$ cat config.mk
export PLATFORM = sky130hd
export DESIGN_NAME = pgood_agg
export DESIGN_NICKNAME = d
export VERILOG_FILES = /design/src/rtl/pgood_pkg.sv /design/src/rtl/pg_combine.sv /design/src/rtl/pg_filter.sv /design/src/rtl/pg_drive.sv /design/src/rtl/pgood_agg.sv
export SDC_FILE = /design/constraint.sdc
export NUM_CORES = 1
export LEC_CHECK = 0
export BUFFER_PORTS_ARGS = -buffer_cell sky130_fd_sc_hd__buf_2
export CAP_MARGIN = 20
export CELL_PAD_IN_SITES_DETAIL_PLACEMENT = 1
export CELL_PAD_IN_SITES_GLOBAL_PLACEMENT = 2
export CORE_UTILIZATION = 17
export DETAILED_ROUTE_END_ITERATION = 7
export HOLD_SLACK_MARGIN = 0.05
export PLACE_DENSITY = 0.76
export RECOVER_POWER = 50
export SLEW_MARGIN = 10
export SYNTH_ARGS = -nofsm -noshare
export SYNTH_HDL_FRONTEND = slang
export SYNTH_SLANG_ARGS = --single-unit
$ cat constraint.sdc
create_clock -name clk -period 1.8 [get_ports clk]
set_clock_uncertainty 0.15 [all_clocks]
set_input_delay 0.18 -clock clk [delete_from_list [all_inputs] [get_ports clk]]
set_output_delay 0.18 -clock clk [all_outputs]
set_load 0.02 [all_outputs]
$ cat src/rtl/pgood_pkg.sv
package pgood_pkg;
  localparam int unsigned CONV_RAILS = 2;
  localparam int unsigned LIN_RAILS  = 2;
  localparam int unsigned ALL_RAILS  = CONV_RAILS + LIN_RAILS;

  typedef enum logic {
    DRV_PUSHPULL  = 1'b0,
    DRV_OPENDRAIN = 1'b1
  } drive_e;

  typedef enum logic {
    MODE_FOLLOW = 1'b0,
    MODE_HOLD   = 1'b1
  } mode_e;
endpackage

$ cat src/rtl/pg_combine.sv
module pg_combine #(
  parameter int unsigned RAILS = 4
) (
  input  logic             clk,
  input  logic             rst_n,
  input  logic [RAILS-1:0] rail_on,
  input  logic [RAILS-1:0] rail_under,
  input  logic [RAILS-1:0] rail_over,
  input  logic [RAILS-1:0] rail_pick,
  input  logic [RAILS-1:0] rail_window,
  input  logic             hot_warn,
  input  logic             hot_warn_pick,
  input  logic             vin_over_evt,
  input  logic             hot_shut_evt,
  output logic             raw_ok
);
  logic [RAILS-1:0] rail_bad;

  for (genvar g = 0; g < RAILS; g++) begin : g_rail
    logic out_of_tol;
    assign out_of_tol  = rail_under[g] | (rail_window[g] & rail_over[g]);
    assign rail_bad[g] = rail_pick[g] & rail_on[g] & out_of_tol;
  end

  logic dev_bad;
  assign dev_bad = (hot_warn_pick & hot_warn) | vin_over_evt | hot_shut_evt;
  assign raw_ok  = ~(|rail_bad) & ~dev_bad;

  AST_IDLE_RAILS_OK: assert property (@(posedge clk) disable iff (!rst_n)
    (((rail_on & rail_pick) == '0) && !vin_over_evt && !hot_shut_evt && !(hot_warn && hot_warn_pick)) |-> raw_ok);
  AST_DEV_FAULT_BAD: assert property (@(posedge clk) disable iff (!rst_n)
    (vin_over_evt || hot_shut_evt) |-> !raw_ok);
  AST_UNDER_BAD: assert property (@(posedge clk) disable iff (!rst_n)
    ((rail_on & rail_pick & rail_under) != '0) |-> !raw_ok);
endmodule

$ cat src/rtl/pg_filter.sv
module pg_filter #(
  parameter int unsigned FILT_LEN = 4
) (
  input  logic clk,
  input  logic rst_n,
  input  logic raw_ok,
  output logic filt_ok,
  output logic filt_fall
);
  localparam int unsigned CW = (FILT_LEN > 2) ? $clog2(FILT_LEN) : 1;
  localparam logic [CW-1:0] LAST = CW'(FILT_LEN - 1);

  logic [CW-1:0] run_q;
  logic          flip;

  assign flip = (raw_ok != filt_ok) && (run_q == LAST);

  always_ff @(posedge clk or negedge rst_n) begin
    if (!rst_n) begin
      filt_ok   <= 1'b0;
      run_q     <= '0;
      filt_fall <= 1'b0;
    end else begin
      filt_fall <= flip & filt_ok;
      if (raw_ok == filt_ok) begin
        run_q <= '0;
      end else if (flip) begin
        filt_ok <= raw_ok;
        run_q   <= '0;
      end else begin
        run_q <= run_q + 1'b1;
      end
    end
  end

  AST_FILT_WAITS: assert property (@(posedge clk) disable iff (!rst_n)
    (filt_ok != $past(filt_ok)) |-> ($past(run_q) == LAST));
  AST_FILT_AGREES: assert property (@(posedge clk) disable iff (!rst_n)
    (filt_ok != $past(filt_ok)) |-> (filt_ok == $past(raw_ok)));
endmodule

$ cat src/rtl/pg_drive.sv
module pg_drive
  import pgood_pkg::*;
(
  input  logic clk,
  input  logic rst_n,
  input  logic filt_ok,
  input  logic filt_fall,
  input  logic hold_mode,
  input  logic ack_clear,
  input  logic level_high,
  input  logic drive_od,
  output logic pg_pin,
  output logic pg_oe
);
  logic  trip_q;
  logic  good;
  logic  level;
  mode_e mode;
  drive_e drv;

  assign mode = mode_e'(hold_mode);
  assign drv  = drive_e'(drive_od);

  always_ff @(posedge clk or negedge rst_n) begin
    if (!rst_n)                       trip_q <= 1'b0;
    else if (mode == MODE_FOLLOW)     trip_q <= 1'b0;
    else if (filt_fall)               trip_q <= 1'b1;
    else if (ack_clear && filt_ok)    trip_q <= 1'b0;
  end

  assign good  = filt_ok & ~trip_q;
  assign level = good ? level_high : ~level_high;

  always_comb begin
    if (drv == DRV_OPENDRAIN) begin
      pg_pin = 1'b0;
      pg_oe  = ~level;
    end else begin
      pg_pin = level;
      pg_oe  = 1'b1;
    end
  end

  AST_PP_ALWAYS_ON: assert property (@(posedge clk) disable iff (!rst_n)
    !drive_od |-> pg_oe);
  AST_OD_NO_HIGH: assert property (@(posedge clk) disable iff (!rst_n)
    drive_od |-> !pg_pin);
  AST_HOLD_STAYS: assert property (@(posedge clk) disable iff (!rst_n)
    (hold_mode && trip_q && !ack_clear) |=> trip_q);
  AST_CLEAR_NEEDS_OK: assert property (@(posedge clk) disable iff (!rst_n)
    $fell(trip_q) |-> (!$past(hold_mode) || ($past(ack_clear) && $past(filt_ok))));
endmodule

$ cat src/rtl/pgood_agg.sv
module pgood_agg
  import pgood_pkg::*;
#(
  parameter int unsigned FILT_LEN = 4
) (
  input  logic                 clk,
  input  logic                 rst_n,
  input  logic [ALL_RAILS-1:0] rail_on,
  input  logic [ALL_RAILS-1:0] rail_under,
  input  logic [ALL_RAILS-1:0] rail_over,
  input  logic [ALL_RAILS-1:0] rail_pick,
  input  logic [ALL_RAILS-1:0] rail_window,
  input  logic                 hot_warn,
  input  logic                 hot_warn_pick,
  input  logic                 vin_over_evt,
  input  logic                 hot_shut_evt,
  input  logic                 level_high,
  input  logic                 drive_od,
  input  logic                 hold_mode,
  input  logic                 ack_clear,
  output logic                 pg_pin,
  output logic                 pg_oe
);
  logic raw_ok;
  logic filt_ok;
  logic filt_fall;

  pg_combine #(.RAILS(ALL_RAILS)) u_combine (
    .clk(clk), .rst_n(rst_n),
    .rail_on(rail_on), .rail_under(rail_under), .rail_over(rail_over),
    .rail_pick(rail_pick), .rail_window(rail_window),
    .hot_warn(hot_warn), .hot_warn_pick(hot_warn_pick),
    .vin_over_evt(vin_over_evt), .hot_shut_evt(hot_shut_evt),
    .raw_ok(raw_ok)
  );

  pg_filter #(.FILT_LEN(FILT_LEN)) u_filter (
    .clk(clk), .rst_n(rst_n), .raw_ok(raw_ok),
    .filt_ok(filt_ok), .filt_fall(filt_fall)
  );

  pg_drive u_drive (
    .clk(clk), .rst_n(rst_n),
    .filt_ok(filt_ok), .filt_fall(filt_fall),
    .hold_mode(hold_mode), .ack_clear(ack_clear),
    .level_high(level_high), .drive_od(drive_od),
    .pg_pin(pg_pin), .pg_oe(pg_oe)
  );

  AST_ASSERT_NEEDS_OK: assert property (@(posedge clk) disable iff (!rst_n)
    (!drive_od && (pg_pin == level_high)) |-> filt_ok);
endmodule

==> results of run 1 <==
==> repair_timing <==
item	in CTS	in global routing
hold buffers	2	0
endpoints found under the setup margin	0	0
hold endpoints to repair	6	0
==> layout make-up <==
type                    instances  area (um2)  share of cell area (%)
multi-input cells              29         194                    35.2
repair buffers                 33         174                    31.6
flip-flops and latches          5         125                    22.7
well taps                      25        31.3                    5.68
clock buffers                   4        26.3                    4.77
==> cells by family (layout without fill, tap and decap cells) <==
group | after synthesis | count (layout) | synth area share, %
mux | 2 | 2 | 6.67
fa+ha+maj | 1 | 1 | 3.92
compound gates | 9 | 9 | 20.4
flops | 5 | 5 | 39.2
xor+xnor | 1 | 1 | 2.75
buf+inv | 0 | 37 | 0
simple gates | 16 | 16 | 27.1
==> sequential cells by signal (all words and copies together) (netlist names) <==
register,flops
u_filter.run_q,2
u_filter.filt_ok,1
u_filter.filt_fall,1
u_drive.trip_q,1
==> worst max-delay path: stages (launching register included) <==
cell,delay [ps]
dfrtp_1,440
nor2b_1,190
xnor2_1,140
nor2b_1,140
buf_2,160
==> report_power, final <==
group          switching, mW  internal [mW]  total, mW
Combinational         0.0301         0.0467     0.0768
Clock                 0.0443         0.0837      0.128
Sequential           0.00555          0.118      0.123
Total                 0.0800          0.248      0.328
==> final timing paths <==
path,cells past startpoint,end,startpoint,slack (ps)
min in group asynchronous,2,u_filter.run_q[0],rst_n,190
max in group asynchronous,2,u_filter.filt_fall,rst_n,1100
min reg2reg,2,u_drive.trip_q,u_filter.filt_fall,350
max,4,pg_pin,u_filter.filt_ok,160
max reg2reg,2,u_filter.filt_ok,u_filter.run_q[0],600
min,4,u_drive.trip_q,ack_clear,130
==> layer usage <==
metal	part of all wire (%)	up-vias	GRT usage (%)
met5	0	-	0
met4	1.8	0	7.27
met3	4.9	2	2.40
met2	52	18	17.1
met1	41	182	8.31
li1	-	195	-
==> layout by cell type (no fill, tap or decap), drive strengths merged <==
cell,count
buf,30
nand2,5
dfrtp,5
clkbuf,5
a21o,4
and2,4
nor2b,3
nor2,2
dlygate4sd3,2
a222oi,1
a211o,1
a31oi,1
nand4b,1
o21ai,1
xnor2,1
nand2b,1
mux2i,1
a21oi,1
mux2,1
ha,1
==> metrics by stage <==
step                      power [mW]  cell area, um2  cells
after CTS                      0.336             552     96
final                          0.328             551     96
after detailed placement       0.200             505     90
after floorplan                0.159             319     34
after global routing           0.351             551     96
after global placement         0.199             505     90
==> metrics.txt, run 1 <==
status completed; Max Slew Vio Count 0; H-tree depth 1; Filler cells between 200 and 250; clock latency on the worst-skew pair between 200 and 250 ps; dominant cell type by area after synthesis dfrtp_1; Syn. warnings 0; f_max about 0.6 GHz; top cells by area, synth dfrtp_1 (39%), a21o_1 (9.4%), nand2_1 (5.9%), nor2b_1 (5.9%), and2_0 (3.9%); share of layout cells above drive strength 1 between 40% and 50%; Slew Limit Headroom between 70% and 80%; synthesized instance count 34; ys flop type dfrtp_1; maximum clock path buffer count 2; I/O pin count 32; num rows 15; post-DP HPWL 757 um; Critical Path RT roughly 1500 ps; Die Y-Extent around 45 um; Leak Pwr 0.295 nW; Setup CP Type reg -> out; final wirelength approximately 840 um; final core occ between 30% and 40%; Power Density a little under 600 nW/um2; CP endpoint kind output port; WL per Instance around 9 um; final worst setup slack ~160 ps; asr flop ratio synth 100%; dpl ws about 330 ps; number of enable flip-flop cells after synthesis 0; syn_nets 65; antenna violations before repair 0; core area between 1500 and 2000 um2; sequential cell area fraction in the yosys report between 30% and 40%; area delta synth->final 72.5%; top-area cell type share of the netlist area ~39%; Post-synth top cells dfrtp_1 (5), nand2_1 (5), a21o_1 (4), nor2b_1 (3); # DRC 0; total CTS buffers 3; first-pass GRT wire length between 1000 and 1500 um; Initial Utilization a little under a fifth; Unique masters post-synth 19; hold slack around 130 ps; Final nets 103; count of state elements after synthesis 5; gr usage total under 10%; CTS tree yes; vias per cell slightly above 4; die area 2050 um2; crit-path max FO 8; Max Cap Viol 0; min-delay worst type in -> reg; total gr overflow 0; Slew @ Worst Pin 324 ps; CTS root buf clkbuf_4; setup bufs post-CTS 0; RSZ-0062 raised after global routing false; Avg Cell Area, Syn 9.38 um2; vias in the first global route about 390; nature of the critical path startpoint flop; Post-DRT Antenna Nets 0; VDD IR max roughly 0.14 mV; mapped cell area around 320 um2; setup violators final 0; Fin Setup TNS 0 ps; drt first pass iters 4; RePlAce Congestion between 0.6 and 0.7; Clk pin slew, worst setup/hold paths around 40 ps; CTS sink cnt 5; via count 397; PortBufs 31; final period utilization between 90 and 100%; WP data arrival approximately 1300 ps; die span in x roughly 45 um; # diodes 0; final hold vios 0; Post-CTS Resized 0; Tmin final 1640 ps; Iter 0 DRT Violations 6; pin count of the biggest net entering global routing 9
No activity file was read; power rests on OpenSTA's default activity.
==> run 2, diff against run 1 <==
Settings changed: ABC_AREA set to 1, CORE_UTILIZATION 17 to 18, PLACE_DENSITY 0.76 to 0.78.
==> metrics.txt, run 2 <==
CTS tree yes; CTS sink cnt 5; Post-DRT Antenna Nets 0; final worst setup slack around 180 ps; Max Slew Vio Count 0; asr flop ratio synth 100%; r2r endpoint u_filter.run_q[0]; slowest CP cell dfrtp_1; H-tree depth 1; hold path endpoint u_drive.trip_q; Storage cell area around 130 um2; vias per cell between 3 and 4; DP Area around 590 um2; final hold vios 0; setup bufs post-CTS 0; num rows 16; share of layout cells above drive strength 1 50.0%; PortBufs 31; core area 2020 um2; WHS Path Cells 3; WL per Instance between 7 and 8 um; antenna violations before repair 0; min-delay worst type in -> reg; synthesized instance count 59; I/O pin count 32; pin count of the biggest net entering global routing 6; Max Cap Viol 0; first-pass GRT wire length approximately 1800 um; setup violators final 0; die area approximately 2400 um2; Post-synth top cells nand2_1 (18), inv_1 (8), inv_2 (7), dfrtp_1 (5), nor2_1 (3); total gr overflow 0; post-DP HPWL 844 um; mapped cell area just under 400 um2; drt first pass iters 2; most frequent cells in the layout buf_2 (30), nand2_1 (18), inv_1 (8); status completed; final period utilization 90.0%; RSZ-0062 raised after global routing false; worst r2r src u_filter.run_q[0]; gr usage total a little under 10%; RePlAce Congestion 0.606; r2r setup slk ~630 ps; CP endpoint kind output port; Avg Cell Area, Syn 6.72 um2; Clk pin slew, worst setup/hold paths 40 ps; Initial Utilization approximately 20%; count of state elements after synthesis 5; R2R cell count 3; Iter 0 DRT Violations 4; Critical Path RT 1470 ps; Post-Layout Inst Area 638 um2; # diodes 0; ys flop type dfrtp_1; total CTS buffers 3; nature of the critical path startpoint flop; Slew Limit Headroom about 82%; Power Density ~670 nW/um2; dominant cell type by area after synthesis dfrtp_1; vias in the first global route ~500; VDD IR max approximately 0.38 mV; Largest register FFs 2; Setup CP Type reg -> out; dpl ws about 410 ps; clock latency on the worst-skew pair around 240 ps; Die Y-Extent slightly below 50 um; area delta synth->final 60.9%; Fin Setup TNS 0 ps; maximum clock path buffer count 2; final core occ between 30% and 40%; Slew @ Worst Pin around 280 ps; Final nets around 130; Tmin final about 1600 ps; number of enable flip-flop cells after synthesis 0; Max Used Layer met3; Filler cells 280; met1 WL ~350 um; Largest Register u_filter.run_q; sequential cell area fraction in the yosys report 31.5%; # DRC 0; die span in x 48.9 um; CTS root buf clkbuf_4; f_max 0.617 GHz; commonest non-fill, non-tap cell in the layout buf_2; Syn. warnings 0; final wirelength just under 900 um; crit-path max FO 4; via count 467; top-area cell type share of the netlist area around a third; cell with the most instances after synthesis nand2_1; top cells by area, synth dfrtp_1 (32%), nand2_1 (17%), inv_1 (7.6%), inv_2 (6.6%), ha_1 (3.2%); met2 routed WL roughly 470 um; routed length on met3 72 um; Pwr Total 0.429 mW; multi-input logic area about 220 um2; CP cell instances inv_2 > or2_1 > xor2_2 > inv_1 > nand2_1 > buf_2; Crit path largest cell delay approximately 340 ps; WP data arrival roughly 1300 ps; syn_nets 90; hold_sp ack_clear; Leak Pwr 0.386 nW; Unique masters post-synth 19
## run 2: routing by layer
metal	up-vias	track usage (%)
met3	0	4.36
met5	-	0
met2	21	19.0
met1	201	8.92
li1	245	-
met4	0	2.94
## run 2: final cells by class
type,count,area share (%)
clock buffer,4,4.12
inverter,16,9.80
multi-input combinational,38,33.9
sequential,5,19.6
tap,27,5.29
timing repair buffer,33,27.3
## run 2: through the flow
step / cells / hold WS [ps]
floorplan: 59 / -266
global placement: 117 / -150
detailed placement: 117 / -150
CTS: 123 / 143
global route: 123 / 172
finish: 123 / 148
## run 2: worst max path at each step
stage                           from     end  slack [ps]  depth (start not counted)
floorplan           u_filter.filt_ok  pg_pin         450                          4
global placement    u_filter.filt_ok   pg_oe         460                          6
detailed placement  u_filter.filt_ok   pg_oe         410                          6
CTS                 u_filter.filt_ok   pg_oe         150                          6
global route        u_filter.filt_ok   pg_oe          20                          6
finish              u_filter.filt_ok   pg_oe         180                          6
## run 2: cell families (layout without fill, tap and decap cells)
logic type	count (synthesis)	after routing	synth area share [%]
and+or+nand+nor	30	30	36.9
buffers and inverters	16	53	15.8
AOI/OAI and AO/OA	6	6	10.4
DFF	5	5	31.5
adders and majority gates	1	1	3.15
xor gates and xnor gates	1	1	2.21
## run 2: power by group
group | leakage [nW] | internal (mW) | switching (mW)
logic | 0.303 | 0.0762 | 0.0851
registers | 0.0682 | 0.132 | 0.00876
clock network | 0.0150 | 0.0836 | 0.0429
total | 0.386 | 0.292 | 0.137
## run 2: what timing repair did
action                                  CTS  global route
endpoints found under the setup margin    0             1
resized for setup                         0             1
endpoints found under the hold margin     6             0
hold buffers                              2             0
## run 2: critical path: cells and delay by family, from the launching register on
family                 cells  cell delay [ps]
flip-flops                 1              340
AND/OR/NAND/NOR            2              290
buffers and inverters      3              270
XOR/XNOR                   1              150
